[src/rtl/rx_ring_pkg.sv]
package rx_ring_pkg;
  localparam int HDR_LEN = 4;
  localparam int BYTE_W  = 8;

  localparam logic [2:0] OFS_CTRL     = 3'd0;
  localparam logic [2:0] OFS_RING_LO  = 3'd1;
  localparam logic [2:0] OFS_RING_HI  = 3'd2;
  localparam logic [2:0] OFS_READ_PG  = 3'd3;
  localparam logic [2:0] OFS_WRITE_PG = 3'd4;

  typedef enum logic [2:0] {ST_IDLE, ST_DATA, ST_DROP, ST_END, ST_HDR} ringState_t;

  typedef struct packed {
    logic       startPkt;
    logic       wrByte;
    logic       advPage;
    logic       seal;
    logic       wrHdr;
    logic [1:0] hdrIdx;
    logic       commit;
    logic       abort;
  } ringStrobe_t;
endpackage

[src/rtl/rx_ring_ctrl.sv]
module rx_ring_ctrl
  import rx_ring_pkg::*;
(
  input  logic        clk,
  input  logic        rstN,
  input  logic        macValid,
  input  logic        macLast,
  input  logic        runEn,
  input  logic        pageEnd,
  input  logic        nextIsRead,
  output ringStrobe_t stb
);
  ringState_t state, stateNxt;
  logic [1:0] hdrCnt;

  always_comb begin
    stb        = '0;
    stb.hdrIdx = hdrCnt;
    stateNxt   = state;
    unique case (state)
      ST_IDLE: if (macValid && runEn) begin
        stb.startPkt = 1'b1;
        stateNxt     = macLast ? ST_END : ST_DATA;
      end
      ST_DATA: if (macValid) begin
        if (pageEnd && nextIsRead) begin
          stb.abort = 1'b1;
          stateNxt  = macLast ? ST_IDLE : ST_DROP;
        end else begin
          stb.wrByte  = 1'b1;
          stb.advPage = pageEnd;
          if (macLast) stateNxt = ST_END;
        end
      end
      ST_DROP: if (macValid && macLast) stateNxt = ST_IDLE;
      ST_END: begin
        if (nextIsRead) begin
          stb.abort = 1'b1;
          stateNxt  = ST_IDLE;
        end else begin
          stb.seal = 1'b1;
          stateNxt = ST_HDR;
        end
      end
      ST_HDR: begin
        stb.wrHdr = 1'b1;
        if (hdrCnt == 2'(HDR_LEN - 1)) begin
          stb.commit = 1'b1;
          stateNxt   = ST_IDLE;
        end
      end
      default: stateNxt = ST_IDLE;
    endcase
  end

  always_ff @(posedge clk) begin
    if (!rstN) begin
      state  <= ST_IDLE;
      hdrCnt <= '0;
    end else begin
      state  <= stateNxt;
      hdrCnt <= (state == ST_HDR) ? hdrCnt + 2'd1 : 2'd0;
    end
  end

  // no packet may begin while reception is stopped
  a_r8_stopped_idle: assert property (@(posedge clk) disable iff (!rstN)
    (state == ST_IDLE && !runEn) |=> (state == ST_IDLE));
endmodule

[src/rtl/rx_ring_dp.sv]
module rx_ring_dp
  import rx_ring_pkg::*;
#(
  parameter int ADDR_W = 16,
  parameter int PAGE_W = 8,
  parameter int REG_AW = 3,
  parameter logic [PAGE_W-1:0] RING_LO_RST = 8'h4C,
  parameter logic [PAGE_W-1:0] RING_HI_RST = 8'h80,
  parameter logic [PAGE_W-1:0] READ_PG_RST = 8'h7F
) (
  input  logic              clk,
  input  logic              rstN,
  input  ringStrobe_t       stb,
  input  logic              regWe,
  input  logic [REG_AW-1:0] regAddr,
  input  logic [PAGE_W-1:0] regWdata,
  output logic [PAGE_W-1:0] regRdata,
  input  logic [BYTE_W-1:0] macData,
  input  logic              macLast,
  input  logic [BYTE_W-1:0] macStatus,
  output logic              runEn,
  output logic              pageEnd,
  output logic              nextIsRead,
  output logic              memWe,
  output logic [ADDR_W-1:0] memAddr,
  output logic [BYTE_W-1:0] memData,
  output logic              pktDone,
  output logic              ovwWarn
);
  localparam int OFF_W = ADDR_W - PAGE_W;
  localparam int LEN_W = 2 * BYTE_W;

  logic              runQ;
  logic [PAGE_W-1:0] ringLo, ringHi, readPg, writePg;
  logic [PAGE_W-1:0] curPg, firstPg, nextPtr, incPg, linkPg;
  logic [OFF_W-1:0]  byteOff;
  logic [LEN_W-1:0]  pktLen;
  logic [BYTE_W-1:0] statQ, hdrByte;

  assign incPg      = curPg + 1'b1;
  assign linkPg     = (incPg == ringHi) ? ringLo : incPg;
  assign nextIsRead = (linkPg == readPg);
  assign pageEnd    = (byteOff == '0);
  assign runEn      = runQ;

  always_comb begin
    unique case (stb.hdrIdx)
      2'd0:    hdrByte = statQ;
      2'd1:    hdrByte = BYTE_W'(nextPtr);
      2'd2:    hdrByte = pktLen[BYTE_W-1:0];
      default: hdrByte = pktLen[LEN_W-1:BYTE_W];
    endcase
  end

  always_comb begin
    case (regAddr)
      OFS_CTRL:     regRdata = {{(PAGE_W-1){1'b0}}, runQ};
      OFS_RING_LO:  regRdata = ringLo;
      OFS_RING_HI:  regRdata = ringHi;
      OFS_READ_PG:  regRdata = readPg;
      OFS_WRITE_PG: regRdata = writePg;
      default:      regRdata = '0;
    endcase
  end

  // ring registers: geometry locked while running, read page always open
  always_ff @(posedge clk) begin
    if (!rstN) begin
      runQ    <= 1'b0;
      ringLo  <= RING_LO_RST;
      ringHi  <= RING_HI_RST;
      readPg  <= READ_PG_RST;
      writePg <= RING_LO_RST;
    end else begin
      if (regWe && regAddr == OFS_CTRL)            runQ   <= regWdata[0];
      if (regWe && !runQ && regAddr == OFS_RING_LO) ringLo <= regWdata;
      if (regWe && !runQ && regAddr == OFS_RING_HI) ringHi <= regWdata;
      if (regWe && regAddr == OFS_READ_PG)         readPg <= regWdata;
      if (stb.commit)                              writePg <= nextPtr;
      else if (regWe && !runQ && regAddr == OFS_WRITE_PG) writePg <= regWdata;
    end
  end

  always_ff @(posedge clk) begin
    if (!rstN) begin
      memWe   <= 1'b0;
      memAddr <= '0;
      memData <= '0;
      pktDone <= 1'b0;
      ovwWarn <= 1'b0;
      curPg   <= '0;
      firstPg <= '0;
      nextPtr <= '0;
      byteOff <= '0;
      pktLen  <= '0;
      statQ   <= '0;
    end else begin
      memWe   <= 1'b0;
      pktDone <= stb.commit;
      ovwWarn <= stb.abort;
      if (stb.startPkt) begin
        curPg   <= writePg;
        firstPg <= writePg;
        memWe   <= 1'b1;
        memAddr <= {writePg, OFF_W'(HDR_LEN)};
        memData <= macData;
        byteOff <= OFF_W'(HDR_LEN + 1);
        pktLen  <= LEN_W'(HDR_LEN + 1);
      end
      if (stb.wrByte) begin
        memWe   <= 1'b1;
        memAddr <= {(stb.advPage ? linkPg : curPg), byteOff};
        memData <= macData;
        byteOff <= byteOff + 1'b1;
        pktLen  <= pktLen + 1'b1;
        if (stb.advPage) curPg <= linkPg;
      end
      if ((stb.startPkt || stb.wrByte) && macLast) statQ <= macStatus;
      if (stb.seal) nextPtr <= linkPg;
      if (stb.wrHdr) begin
        memWe   <= 1'b1;
        memAddr <= {firstPg, OFF_W'(stb.hdrIdx)};
        memData <= hdrByte;
      end
    end
  end

  // an abandoned packet issues no write in the cycle it is dropped
  a_r4_abort_quiet: assert property (@(posedge clk) disable iff (!rstN)
    ovwWarn |-> !memWe);
  // a packet ends in exactly one way
  a_r4_single_outcome: assert property (@(posedge clk) disable iff (!rstN)
    !(pktDone && ovwWarn));
  // the stored pulse rides on the last header byte
  a_r7_done_on_hdr: assert property (@(posedge clk) disable iff (!rstN)
    pktDone |-> (memWe && memAddr[OFF_W-1:0] == OFF_W'(HDR_LEN - 1)));
  // while running the write page moves only on commit
  a_r7_wp_commit_only: assert property (@(posedge clk) disable iff (!rstN)
    (runQ && !stb.commit) |=> $stable(writePg));
  // ring geometry frozen while running
  a_r9_geometry_locked: assert property (@(posedge clk) disable iff (!rstN)
    runQ |=> ($stable(ringLo) && $stable(ringHi)));
endmodule

[src/rtl/rx_page_ring.sv]
module rx_page_ring
  import rx_ring_pkg::*;
#(
  parameter int ADDR_W = 16,
  parameter int PAGE_W = 8,
  parameter int REG_AW = 3
) (
  input  logic              clk,
  input  logic              rstN,
  input  logic              regWe,
  input  logic [REG_AW-1:0] regAddr,
  input  logic [PAGE_W-1:0] regWdata,
  output logic [PAGE_W-1:0] regRdata,
  input  logic              macValid,
  input  logic [BYTE_W-1:0] macData,
  input  logic              macLast,
  input  logic [BYTE_W-1:0] macStatus,
  output logic              memWe,
  output logic [ADDR_W-1:0] memAddr,
  output logic [BYTE_W-1:0] memData,
  output logic              pktDone,
  output logic              ovwWarn
);
  ringStrobe_t stb;
  logic runEn, pageEnd, nextIsRead;

  rx_ring_ctrl u_ctrl (
    .clk(clk), .rstN(rstN), .macValid(macValid), .macLast(macLast),
    .runEn(runEn), .pageEnd(pageEnd), .nextIsRead(nextIsRead), .stb(stb)
  );

  rx_ring_dp #(.ADDR_W(ADDR_W), .PAGE_W(PAGE_W), .REG_AW(REG_AW)) u_dp (
    .clk(clk), .rstN(rstN), .stb(stb),
    .regWe(regWe), .regAddr(regAddr), .regWdata(regWdata), .regRdata(regRdata),
    .macData(macData), .macLast(macLast), .macStatus(macStatus),
    .runEn(runEn), .pageEnd(pageEnd), .nextIsRead(nextIsRead),
    .memWe(memWe), .memAddr(memAddr), .memData(memData),
    .pktDone(pktDone), .ovwWarn(ovwWarn)
  );
endmodule

[config.mk]
export PLATFORM = sky130hd
export DESIGN_NAME = rx_page_ring
export DESIGN_NICKNAME = d
export VERILOG_FILES = /design/src/rtl/rx_ring_pkg.sv /design/src/rtl/rx_ring_ctrl.sv /design/src/rtl/rx_ring_dp.sv /design/src/rtl/rx_page_ring.sv
export SDC_FILE = /design/constraint.sdc
export NUM_CORES = 1
export LEC_CHECK = 0
export ABC_AREA = 1
export BUFFER_PORTS_ARGS = -buffer_cell sky130_fd_sc_hd__clkbuf_2
export CORE_UTILIZATION = 64
export CTS_BUF_LIST = sky130_fd_sc_hd__clkbuf_16
export DETAILED_ROUTE_END_ITERATION = 8
export GPL_TIMING_DRIVEN = 0
export MAX_ROUTING_LAYER = met4
export PLACE_DENSITY = 0.86
export SLEW_MARGIN = 20
export SYNTH_ARGS = -nofsm -noshare
export SYNTH_HDL_FRONTEND = slang
export SYNTH_SLANG_ARGS = --single-unit
[constraint.sdc]
create_clock -name clk -period 7.6 [get_ports clk]
set_input_delay 0 -clock clk [delete_from_list [all_inputs] [get_ports clk]]
set_output_delay 0 -clock clk [all_outputs]
set_load 0.05 [all_outputs]
**Yosys cells after proc, flatten, opt, wreduce, memory -nomap -nowiden**

Index checks and enable logic that the tools add are counted.

- Input port bits: 32
- Word-level logic and storage cells: 110
- Output and inout port bits: 35
- Flip-flop bits (word level): 121

- Eq/ne operators: 18
- Reductions and logical operators: 22
- Bitwise gates (word level): 1
- Muxes and demuxes: 46
- $add $sub $neg: 4

Operators by type and width:

| kind | number |
|---|---|
| 8-bit 2-to-1 mux | 12 |
| 16-bit 2-to-1 mux | 5 |
| 8-bit one-hot mux with 5 select lines | 1 |
| 8-bit one-hot mux with 3 select lines | 1 |
| 3-bit 2-to-1 mux | 7 |
| 16-bit by 1-bit adder with 16-bit output (second input constant) | 1 |
| 8-bit by 1-bit adder with 8-bit output (second input constant) | 2 |
| 8-bit == test | 2 |
| 3-bit one-hot mux with 5 select lines | 1 |
| 1-bit 2-to-1 mux | 13 |
| 3-bit by 2-bit == test with 1-bit output (second input constant) | 4 |
| 1-bit logical AND | 10 |
| 2-bit 2-to-1 mux | 5 |
| 8-bit zero test | 1 |
| 3-bit by 1-bit == test with 1-bit output (second input constant) | 2 |
| 3-bit == test (second input constant) | 2 |
| 3-bit zero test | 2 |
| 2-bit by 1-bit != test with 1-bit output (second input constant) | 3 |
| 5-bit AND reduction | 1 |
| 2-bit == test (second input constant) | 2 |
| 2-bit nonzero test | 2 |
| 3-bit by 2-bit != test with 1-bit output (second input constant) | 1 |
| 3-bit nonzero test | 1 |
| 2-bit by 1-bit adder with 2-bit output (second input constant) | 1 |
| 9 further kinds | 9 |

**Logic depth before layout (Yosys ltp)**

Gate-level depths: netlist of the first run.

- Depth after elaboration: 11
- Depth in mapped cells: 24
- Mapped depth without buffers: 24

**Hierarchy**

Synthesis of the first run repeated with hierarchy kept, for this count alone.

- Cell total of the unflattened synthesis: 910
- Area, all modules: 6138.4 sq um

Modules (own cells, without submodules):

| module | cells each | area each (sq um) | times used | seq. area each (sq um) |
|---|---|---|---|---|
| rx_ring_dp | 852 | 5775.5 | 1 | 2322.2 |
| rx_ring_ctrl | 58 | 362.8 | 1 | 100.1 |

**Least setup slack after synthesis of the first run**

No wires, ideal clock.

- Path kind: flip-flop to flip-flop
- Start point: reg u_dp.curPg[0]
- End point: reg u_dp.memAddr[11]
- Slack: 5.024 ns
- Buffers on the path: 1
- Arrival time: 2.459 ns
- Period minus slack after synthesis: 2.576 ns
- Library setup time: 0.118 ns
- Cell stages (with the launch flop): 22
- Data required time: 7.482 ns
- Path through: dfxtp_1 -> ha_1 -> nor2_1 -> nor2_2 -> nand2_1 -> nand2_1 -> nand3_1 -> nor2_2 -> nand3_2 -> nand2_1 -> nand2_1 -> nand2_1 -> nand2_1 -> clkinv_1 -> nand2_1 -> nor2_2 -> nand3_2 -> nand2_4 -> nand3_4 -> buf_2 -> o21ai_0 -> nor2_1

- Word-level cells in the longest chain between the ends: 11
- Elaborated cells on any way between the ends: 12
- Classes of those cells: 1 x add/sub; 2 x eq/ne; 7 x mux; 2 x reduce/logical

RTL lines:

| item | line | text |
|---|---|---|
| start: declaration | rx_ring_dp.sv:35 | `logic [PAGE_W-1:0] curPg, firstPg, nextPtr, incPg, linkPg;` |
| start signal: assignment | rx_ring_dp.sv:102 | `curPg <= writePg;` |
| start signal: assignment | rx_ring_dp.sv:116 | `if (stb.advPage) curPg <= linkPg;` |
| 8-bit by 1-bit adder with 8-bit output (*) | rx_ring_dp.sv:40 | `assign incPg = curPg + 1'b1;` |
| 8-bit == test | rx_ring_dp.sv:41 | `assign linkPg = (incPg == ringHi) ? ringLo : incPg;` |
| 8-bit 2-to-1 mux (*) | rx_ring_dp.sv:41 |  |
| 8-bit == test | rx_ring_dp.sv:42 | `assign nextIsRead = (linkPg == readPg);` |
| 1-bit logical AND | rx_ring_ctrl.sv:26 | `if (pageEnd && nextIsRead) begin` |
| 2-bit 2-to-1 mux | rx_ring_ctrl.sv:26 |  |
| 2-bit 2-to-1 mux | rx_ring_ctrl.sv:25 | `ST_DATA: if (macValid) begin` |
| 2-bit 2-to-1 mux | rx_ring_ctrl.sv:20 | `unique case (state)` |
| 8-bit 2-to-1 mux | rx_ring_dp.sv:112 | `memAddr <= {(stb.advPage ? linkPg : curPg), byteOff};` |
| 16-bit 2-to-1 mux | rx_ring_dp.sv:110 | `if (stb.wrByte) begin` |
| 16-bit 2-to-1 mux | rx_ring_dp.sv:120 | `if (stb.wrHdr) begin` |
| end signal: assignment | rx_ring_dp.sv:105 | `memAddr <= {writePg, OFF_W'(HDR_LEN)};` |
| end signal: assignment | rx_ring_dp.sv:112 |  |
| end signal: assignment | rx_ring_dp.sv:122 | `memAddr <= {firstPg, OFF_W'(stb.hdrIdx)};` |
| end: declaration | rx_ring_dp.sv:25 | `output logic [ADDR_W-1:0] memAddr,` |

Mark *: on every way between the ends. The rest lies on a longest branch, timed or not.
A chain may end at the register's enable or synchronous reset.

**Worst setup path after layout of the first run**

- Start point: reg u_dp.curPg[0]
- End point: reg u_dp.statQ[6]

- Word-level cells in the longest chain between the ends: 10

RTL lines:

| item | line | text |
|---|---|---|
| 8-bit by 1-bit adder with 8-bit output (*) | rx_ring_dp.sv:40 |  |
| 8-bit == test | rx_ring_dp.sv:41 |  |
| 8-bit 2-to-1 mux (*) | rx_ring_dp.sv:41 |  |
| 8-bit == test (*) | rx_ring_dp.sv:42 |  |
| 1-bit logical AND (*) | rx_ring_ctrl.sv:26 |  |
| 2-bit 2-to-1 mux (*) | rx_ring_ctrl.sv:26 |  |
| 2-bit 2-to-1 mux (*) | rx_ring_ctrl.sv:25 |  |
| 2-bit 2-to-1 mux (*) | rx_ring_ctrl.sv:20 |  |
| 1-bit logical OR (*) | rx_ring_dp.sv:118 | `if ((stb.startPkt \|\| stb.wrByte) && macLast) statQ <= macStatus;` |
| 1-bit logical AND (*) | rx_ring_dp.sv:118 |  |
| end signal: assignment | rx_ring_dp.sv:118 |  |
| end: declaration | rx_ring_dp.sv:38 | `logic [BYTE_W-1:0] statQ, hdrByte;` |

Marked as above.

==> flow_summary.json, run 1 <==
{
  "fmax_ghz": 0.2856,
  "synth-seq-area-share_pct": 37.99,
  "largestRegisters": "u_dp.memAddr (16), u_dp.pktLen (16)",
  "switching_share_pct": 35.37,
  "synth_fp_nets": 1004,
  "p_int_mw": 1.274,
  "cts_resized": 0,
  "finalHoldViolCount": 0,
  "cts_tree": "yes",
  "tns_ns": 0,
  "power_frac_comb_pct": 26.7,
  "regArea_um2": 2422,
  "numCtsBuffers": 17,
  "yosys_warnings": 0,
  "p_clk_share_pct": 36.0,
  "cp.required_ns": 7.91,
  "layout_setup_ws_ns": 4.098,
  "postRouteAntennaNets": 0,
  "avgSynthCellArea_um2": 6.614,
  "irDropWorstVdd_mv": 0.1818,
  "initialDrtViolationCount": 503,
  "path_class": "reg -> reg",
  "place_area_um2": 6868,
  "power_frac_seq_pct": 37.4,
  "cts_root_buf": "clkbuf_16",
  "fin_crit_sh_pct": 46.08,
  "period_needed_ns": 3.502,
  "start_kind": "register",
  "yosysUniqueCellTypes": 44,
  "grt_pass1_vias": 6358,
  "fin_nets": 1116,
  "die-height_um": 101.8,
  "die_x_um": 101.8,
  "grt_max_degree": 17,
  "powerDensity_nw_per_um2": 257.9,
  "hpwlAfterDp_um": 13790,
  "end_kind": "register",
  "clockBufferDepth": 2,
  "portBuffers": 65,
  "grt_pass1_wl_um": 30390,
  "netlist_area_um2": 6376,
  "final_max_slew_viol_count": 0,
  "syn_to_final_growth_pct": 19.88,
  "initial_core_util_pct": 65.53,
  "setup_violations": 0,
  "cts_hold_buffers": 28,
  "route.detailed.drc": 0,
  "rsz0062_at_grt": "no",
  "syn-instance-count": 964,
  "h-tree-depth": 4,
  "ios": 67,
  "p_leak_nw": 3.403,
  "first_pass_iters": 5,
  "grt_overflow": 0,
  "worst_pin_slew_ns": 1.003,
  "wl_per_cell_um": 16.12,
  "dr_total_vias": 7010,
  "n_fill_cell": 767,
  "slew_headroom_pct": 32.61,
  "antennaDiodeCount": 0,
  "ys_ff_latch": 121,
  "clock_latency_ns": 0.43,
  "gp_congestion": 1.076,
  "stdcell_area_um2": 7644,
  "clock-sinks": 121,
  "synth_edf_count": 0,
  "p_sw_mw": 0.6971,
  "cp.arrival_ns": 3.82,
  "antenna_found_initial": 0,
  "dieArea_um2": 10370,
  "status": "finished clean",
  "drive_gt1_share_pct": 11.80,
  "max-cap-violations": 0,
  "row_count": 36,
  "post-place-ws_ns": 4.216,
  "synth-async-reset-ratio_pct": 0,
  "crit_fanout": 9,
  "cts.clk_slew.worst_paths_ns": 0.06,
  "min_path_type": "in -> reg",
  "via_per_inst": 5.755,
  "cts_setup_buffers": 0,
  "wl_um": 19640,
  "grt_use_total_pct": 40.39,
  "core-area_um2": 9729,
  "synth_flop_cell": "dfxtp_1",
  "multi_input_area_um2": 3326,
  "skew_ns": 0.01187
}
==> final cells by class <==
| class | instances | share of cell area [%] |
|---|---|---|
| multi-input combinational | 690 | 43.51 |
| sequential | 121 | 31.69 |
| timing repair buffer | 93 | 7.923 |
| inverter | 117 | 5.811 |
| clock buffer | 17 | 5.566 |
| buffer | 36 | 2.406 |
| tap | 133 | 2.177 |
| clock inverter | 11 | 0.9167 |
==> layer usage <==
metal  GRT usage, %  share of wire, %  vias up
li1               -                 -     3371
met1          43.14                37     3143
met2          66.63                48      395
met3          8.345               8.3      101
met4          29.34               6.6        0
met5              -                 0        -
==> per-stage QoR <==
step	power (mW)	cells	hold slack, ns	utilization (%)
after floorplan	1.115	964	0.1263	-
after global placement	1.238	1162	0.2549	70.59
after detailed placement	1.247	1162	0.2570	70.59
after CTS	1.952	1218	0.02189	78.56
after global routing	2.049	1218	0.02936	78.56
final	1.971	1218	0.02319	78.56
==> cells by family (layout without fill, tap and decap cells) <==
logic type	count (synthesis)	after routing	share of synthesized area (%)
flops	121	121	37.99
simple gates	491	491	33.10
xor+xnor	4	4	0.5494
buf+inv	153	274	9.851
fa+ha+maj	8	8	1.570
compound gates	187	187	16.94
==> synthesized netlist by cell type, drive strengths merged (7+ instances only) <==
cell type | number | area, um2
a21oi | 65 | 325.3
a221o | 7 | 70.07
a221oi | 8 | 70.07
a31oi | 16 | 100.1
buf | 16 | 108.9
clkbuf | 20 | 75.07
clkinv | 7 | 31.28
dfxtp | 121 | 2422
ha | 8 | 100.1
inv | 110 | 412.9
nand2 | 280 | 1079
nand3 | 67 | 362.9
nand4 | 9 | 56.30
nor2 | 110 | 457.9
nor3 | 11 | 60.06
o21ai | 65 | 325.3
o22ai | 11 | 68.82
==> worst paths after layout <==
kind	startpoint	cells after the start	endpoint	slack, ns
worst max-delay path	u_dp.curPg[0]$_SDFF_PN0_	22	u_dp.statQ[6]$_SDFFE_PN0P_	4.10
worst min-delay path	rstN	3	u_dp.byteOff[0]$_SDFFE_PN0P_	0.02
worst max register to register	u_dp.curPg[0]$_SDFF_PN0_	22	u_dp.statQ[6]$_SDFFE_PN0P_	4.10
worst min register to register	u_dp.firstPg[0]$_SDFFE_PN0P_	2	u_dp.firstPg[0]$_SDFFE_PN0P_	0.45
==> power by group through the flow <==
stage	logic [mW]	clock network [mW]	registers, mW
final	0.525	0.709	0.736
after detailed placement	0.501	0	0.746
after global routing	0.572	0.734	0.742
after CTS	0.516	0.701	0.734
after global placement	0.494	0	0.745
after floorplan	0.292	0	0.822
==> worst max-delay path, stage by stage, from the launching register on <==
cell and delay (ns):
dfxtp_1 0.47, ha_1 0.31, nor2_1 0.08, nor2_2 0.19
nand2_1 0.07, nand2_1 0.09, nand3_1 0.09, nor2_2 0.29
nand3_2 0.18, nand2_1 0.14, nand2_1 0.15, nand2_1 0.09
nand2_1 0.07, clkinv_1 0.05, nand2_1 0.05, nor2_2 0.12
nand3_2 0.12, nand2_4 0.17, nand2_4 0.12, nand2_2 0.16
inv_1 0.16, nor2_1 0.14, nor2_1 0.08
==> cell usage in the layout, fill, tap and decap left out, types with 3 or more instances in the layout <==
master and n:
clkbuf_2 65, a221oi_1 8, o22ai_1 11, or2_2 5, nand3b_1 5, clkinv_1 11
nand3_1 63, buf_2 6, a31oi_1 16, a21oi_1 65, nand3_2 3, dfxtp_1 121
nor2_2 6, nor2_4 4, clkbuf_1 20, o211ai_1 6, dlygate4sd3_1 28, a221o_1 7
inv_2 3, xor2_1 4, nand4_1 9, nor3_1 10, o21ai_1 4, clkbuf_16 17
buf_1 4, nand2_2 5, nand2_1 273, o21ai_0 61, inv_1 110, buf_6 5
nor2_1 100, ha_1 8
Note: power is estimated with default switching activity, not from simulation.
==> run 2: changes to the inputs <==
--- a/config.mk
+++ b/config.mk
@@ -7,12 +7,12 @@
 export LEC_CHECK = 0
 export ABC_AREA = 1
 export BUFFER_PORTS_ARGS = -buffer_cell sky130_fd_sc_hd__clkbuf_2
-export CORE_UTILIZATION = 64
+export CORE_UTILIZATION = 59
 export CTS_BUF_LIST = sky130_fd_sc_hd__clkbuf_16
 export DETAILED_ROUTE_END_ITERATION = 8
 export GPL_TIMING_DRIVEN = 0
 export MAX_ROUTING_LAYER = met4
-export PLACE_DENSITY = 0.86
+export PLACE_DENSITY = 0.8
 export SLEW_MARGIN = 20
 export SYNTH_ARGS = -nofsm -noshare
 export SYNTH_HDL_FRONTEND = slang
==> constraint.sdc (replaced) <==
create_clock -name clk -period 3.55 [get_ports clk]
set_input_delay 0 -clock clk [delete_from_list [all_inputs] [get_ports clk]]
set_output_delay 0 -clock clk [all_outputs]
set_load 0.05 [all_outputs]
==> flow_summary.json, run 2 (same netlist as run 1, synthesis figures left out) <==
{
  "grt_pass1_vias": 6479,
  "cts_setup_buffers": 0,
  "end_kind": "register",
  "period_needed_ns": 3.316,
  "rsz0062_at_grt": "no",
  "layout_setup_ws_ns": 0.2342,
  "die-height_um": 106.0,
  "irDropWorstVdd_mv": 0.3880,
  "row_count": 37,
  "min_path_type": "in -> reg",
  "grt_use_total_pct": 37.73,
  "powerDensity_nw_per_um2": 570.0,
  "setup_violations": 0,
  "grt_pass1_wl_um": 31840,
  "wl_per_cell_um": 16.29,
  "start_kind": "register",
  "fin_crit_sh_pct": 93.40,
  "fmax_ghz": 0.3016,
  "final_max_slew_viol_count": 0,
  "clock_latency_ns": 0.42,
  "slowest_delay_ns": 0.42,
  "portBuffers": 65,
  "n_fill_cell": 887,
  "via_per_inst": 5.671,
  "multi_input_area_um2": 3339,
  "path_cells": "ha_2 -> nor2_1 -> nor2_2 -> nand2_1 -> nand2_1 -> nand3_1 -> nor2_4 -> nand3_2 -> nand2_1 -> nand2_1 -> nand2_1 -> nand2_1 -> clkinv_1 -> nand2_1 -> nor2_2 -> nand3_2 -> nand2_4 -> nand2_4 -> nand2_2 -> inv_1 -> nor2_1 -> nor2_1",
  "initial_core_util_pct": 61.21,
  "worst_pin_slew_ns": 0.8923,
  "clockBufferDepth": 2,
  "hpwlAfterDp_um": 14140,
  "dr_total_vias": 6953,
  "h-tree-depth": 4,
  "drive_gt1_share_pct": 13.21,
  "finalNonFillerCells": 1226,
  "path_class": "reg -> reg",
  "rr_endpoint": "u_dp.statQ[1]$_SDFFE_PN0P_",
  "antenna_found_initial": 0,
  "tns_ns": 0,
  "cts_root_buf": "clkbuf_16",
  "slowest_stage": "dfxtp_1",
  "cp-startpoint": "u_dp.curPg[1]$_SDFF_PN0_",
  "antennaDiodeCount": 0,
  "syn_to_final_growth_pct": 21.62,
  "cp.arrival_ns": 3.61,
  "fin_nets": 1117,
  "regArea_um2": 2424,
  "cp.required_ns": 3.85,
  "wl_um": 19980,
  "dieArea_um2": 11230,
  "cts_tree": "yes",
  "status": "finished clean",
  "ff2ff_path_depth": 22,
  "endpoint": "u_dp.statQ[1]$_SDFFE_PN0P_",
  "skew_ns": 0.007080,
  "gp_congestion": 1.044,
  "slew_headroom_pct": 39.97,
  "route.detailed.drc": 0,
  "core-area_um2": 10420,
  "final_cell_mix": "nand2_1, dfxtp_1, inv_1",
  "postRouteAntennaNets": 0,
  "max-cap-violations": 0,
  "place_inst": 1165,
  "numCtsBuffers": 17,
  "grt_max_degree": 17,
  "p_leak_nw": 3.423,
  "cp_common_cell": "nand2_1",
  "clock-sinks": 121,
  "final_common_cell": "nand2_1",
  "grt_overflow": 0,
  "timing.rr.start": "u_dp.curPg[1]$_SDFF_PN0_",
  "first_pass_iters": 7,
  "cts.clk_slew.worst_paths_ns": 0.06,
  "finalHoldViolCount": 0,
  "ios": 67,
  "reg2reg_slack_ns": 0.23,
  "largestRegisters": "u_dp.memAddr (16), u_dp.pktLen (16)",
  "die_x_um": 106.0,
  "initialDrtViolationCount": 803,
  "crit_fanout": 9,
  "post-place-ws_ns": 0.1909
}
[run 2: cell types whose count changed in the layout (fill, tap and decap cells not counted), moves of 2 or more]
cell	delta
clkinvlp_4	+5
clkinv_4	+3
inv_1	-3
clkinv_2	+2
clkinv_1	-5
[run 2: worst max-delay path, delay by kind of cell (launching register included)]
| kind | cells | cell delay [ns] |
|---|---|---|
| DFF | 1 | 0.42 |
| buffers and inverters | 2 | 0.20 |
| and+or+nand+nor | 19 | 2.30 |
| adders and majority gates | 1 | 0.27 |
[run 2: cell type report]
cell class	count	area share (%)
buffer	36	2.372
clock buffer	17	5.486
clock inverter	15	1.968
inverter	117	5.728
multi-input combinational	690	43.06
sequential	121	31.25
tap	136	2.194
timing repair buffer	94	7.938
[run 2: how the worst min path moves through the flow]
stage,from,endpoint,slack [ns],cells past startpoint
after floorplan,regWdata[2],u_dp.readPg[2]$_SDFFE_PN1P_,0.13,2
after global placement,macStatus[3],u_dp.statQ[3]$_SDFFE_PN0P_,0.25,3
after detailed placement,macStatus[0],u_dp.statQ[0]$_SDFFE_PN0P_,0.26,3
after CTS,macLast,u_ctrl.state[1]$_SDFFE_PN0P_,0.004,4
after global routing,rstN,u_dp.byteOff[0]$_SDFFE_PN0P_,0.03,3
final,macLast,u_ctrl.state[1]$_SDFFE_PN0P_,0.03,4
[run 2: what timing repair did]
item / 4_1_cts / 5_1_grt
hold buffers: 29 / 0
resized for setup: 0 / 5
endpoints found under the hold margin: 44 / 0
setup endpoints to repair: 0 / 51
[run 2: per-stage QoR]
step	util (%)	cell area [um2]	hold WS [ns]	power [mW]
finish	74.45	7755	0.02547	4.420
global route	74.45	7755	0.03155	4.590
CTS	74.31	7740	0.004213	4.386
detailed placement	65.97	6872	0.2630	2.675
global placement	65.97	6872	0.2525	2.661
floorplan	-	6376	0.1263	2.387
[run 2: where the power goes]
group | leakage, nW | internal, mW | switching [mW]
registers | 0.982 | 1.48 | 0.0940
logic | 2.17 | 0.328 | 0.812
clock network | 0.271 | 1.03 | 0.673
[run 2: metal layers]
metal,global-route usage [%],vias up,wire length [um]
met3,6.438,82,1391
met5,-,-,0
met4,20.73,0,1061
li1,-,3387,-
met2,63.54,344,9626
met1,42.71,3140,7895
==> run 3: changes to the inputs <==
--- a/config.mk
+++ b/config.mk
@@ -12,7 +12,8 @@
 export DETAILED_ROUTE_END_ITERATION = 8
 export GPL_TIMING_DRIVEN = 0
 export MAX_ROUTING_LAYER = met4
-export PLACE_DENSITY = 0.8
+export PLACE_DENSITY_LB_ADDON = 0.12
+export REMOVE_ABC_BUFFERS = 1
 export SLEW_MARGIN = 20
 export SYNTH_ARGS = -nofsm -noshare
 export SYNTH_HDL_FRONTEND = slang
==> flow_summary.json, run 3 (same netlist as run 1, synthesis figures left out) <==
{
  "status": "finished clean",
  "fmax_ghz": 0.2993,
  "route.detailed.drc": 0,
  "p_total_mw": 4.275,
  "final_common_cell": "nand2_1",
  "numCtsBuffers": 17,
  "powerDensity_nw_per_um2": 556.4,
  "finalHoldViolCount": 0,
  "wl_um": 18040,
  "skew_ns": 0.007071,
  "dr_wl_met2_um": 8711,
  "routed.top_layer": "met4",
  "antennaDiodeCount": 0,
  "rr_endpoint": "u_dp.memData[1]$_SDFFE_PN0P_",
  "antenna_found_initial": 0,
  "row_count": 37,
  "layout_setup_ws_ns": 0.2083,
  "dr_total_vias": 6663,
  "p_leak_nw": 3.398,
  "end_kind": "register",
  "post-place-ws_ns": -0.1754,
  "grt_use_total_pct": 34.32,
  "wl_per_cell_um": 15.03,
  "reg2reg_slack_ns": 0.21,
  "max-cap-violations": 0,
  "die_x_um": 106.0,
  "min_path_type": "in -> reg",
  "portBuffers": 66,
  "regArea_um2": 2431,
  "irDropWorstVdd_mv": 0.3884,
  "first_pass_iters": 6,
  "grt_pass1_vias": 6271,
  "cp.arrival_ns": 3.69,
  "fin_nets": 1092,
  "hpwlAfterDp_um": 11980,
  "ff2ff_path_depth": 21,
  "cp.required_ns": 3.90,
  "period_needed_ns": 3.342,
  "initialDrtViolationCount": 477,
  "multi_input_area_um2": 3402,
  "h-tree-depth": 4,
  "ios": 67,
  "gp_congestion": 0.9426,
  "postRouteAntennaNets": 0,
  "endpoint": "u_dp.memData[1]$_SDFFE_PN0P_",
  "n_fill_cell": 881,
  "grt_max_degree": 75,
  "path_class": "reg -> reg",
  "worst_pin_slew_ns": 1.169,
  "cts_tree": "yes",
  "cp-startpoint": "u_dp.curPg[0]$_SDFF_PN0_",
  "timing.rr.start": "u_dp.curPg[0]$_SDFF_PN0_",
  "grt_pass1_wl_um": 29390,
  "via_per_inst": 5.553,
  "setup_violations": 0,
  "cts.clk_slew.worst_paths_ns": 0.05,
  "core-area_um2": 10420,
  "clock_latency_ns": 0.41,
  "start_kind": "register",
  "slew_headroom_pct": 21.80,
  "fin_crit_sh_pct": 94.13,
  "dieArea_um2": 11230,
  "final_cell_mix": "nand2_1, dfxtp_1, inv_1",
  "crit_fanout": 11,
  "drt-met1-wl_um": 7502,
  "largestRegisters": "u_dp.memAddr (16), u_dp.pktLen (16)",
  "initial_core_util_pct": 61.21,
  "finalNonFillerCells": 1200,
  "place_inst": 1130,
  "die-height_um": 106.0,
  "drive_gt1_share_pct": 13.35,
  "met3_wirelength_um": 1223,
  "cts_root_buf": "clkbuf_16",
  "clockBufferDepth": 2,
  "clock-sinks": 121,
  "grt_overflow": 0,
  "final_max_slew_viol_count": 0,
  "stdcell_area_um2": 7682,
  "syn_to_final_growth_pct": 20.49,
  "place_area_um2": 6696
}
==> run 3: changes by cell type in the layout (fill, tap and decap cells not counted), moves of 2 or more <==
cell,previous run,this run
clkbuf_1,20,0
buf_4,1,8
buf_2,6,0
buf_6,5,0
buf_1,4,0
clkinv_1,6,9
clkinv_4,4,1
clkinv_2,4,6
clkinvlp_4,5,3
dfxtp_1,120,118
dfxtp_4,0,2
==> run 3: routing by layer <==
metal	global-route usage [%]	vias up
li1	-	3338
met1	39.28	3032
met2	57.38	251
met3	7.112	42
met4	16.67	0
met5	-	-
==> run 3: critical path, cell delays in order (launching register included) <==
cell and delay, ns:
dfxtp_4 0.38, ha_4 0.28, inv_1 0.05, nand2_1 0.05
nand2_1 0.04, nor2_1 0.16, nand3_1 0.16, nor2_4 0.22
nand3_2 0.18, nand2_1 0.12, nand3_1 0.07, nand2_1 0.14
nand2_1 0.10, nor2_2 0.22, nand3_4 0.18, nand2_8 0.17
buf_4 0.15, nand3_4 0.15, buf_4 0.24, nand2_1 0.05
nand2_1 0.05, nor2_1 0.11
==> run 3: power by group <==
| part | switching (mW) | leakage [nW] | internal (mW) |
|---|---|---|---|
| Sequential | 0.0915 | 0.983 | 1.48 |
| Clock | 0.589 | 0.271 | 1.00 |
| Combinational | 0.783 | 2.14 | 0.325 |
==> run 3: final cells by class <==
cell class,instances,area share [%]
clock buffers,17,5.537
clock inverters,14,1.498
inverters,117,5.928
multi-input cells,692,44.28
flip-flops and latches,121,31.64
well taps,136,2.215
repair buffers,103,8.893
==> run 3: how the worst min path moves through the flow <==
stage                              endpoint  cells after the start  slack [ns]         start
6_report       u_ctrl.state[1]$_SDFFE_PN0P_                      4        0.08       macLast
4_1_cts        u_ctrl.state[1]$_SDFFE_PN0P_                      4        0.02       macLast
3_5_place_dp     u_dp.statQ[2]$_SDFFE_PN0P_                      3        0.27  macStatus[2]
5_1_grt        u_ctrl.state[1]$_SDFFE_PN0P_                      4        0.11       macLast
3_3_place_gp     u_dp.statQ[0]$_SDFFE_PN0P_                      3        0.26  macStatus[0]
2_1_floorplan  u_dp.writePg[6]$_SDFFE_PN1P_                      1        0.07          rstN
==> run 3: timing repair <==
item	in CTS	in global routing
gates resized for setup	4	15
hold endpoints to repair	46	0
setup endpoints to repair	20	73
hold buffers	29	0
pin swaps	0	3
buffers inserted	0	8
gates cloned	1	1
==> run 3: stage by stage <==
step | hold WS [ns] | setup TNS [ns] | util, %
after floorplan | 0.06905 | 0 | -
after global placement | 0.2604 | -0.8730 | 64.25
after detailed placement | 0.2735 | -1.341 | 64.29
after CTS | 0.01847 | 0 | 72.55
after global routing | 0.1097 | -0.07413 | 73.75
final | 0.07687 | 0 | 73.75
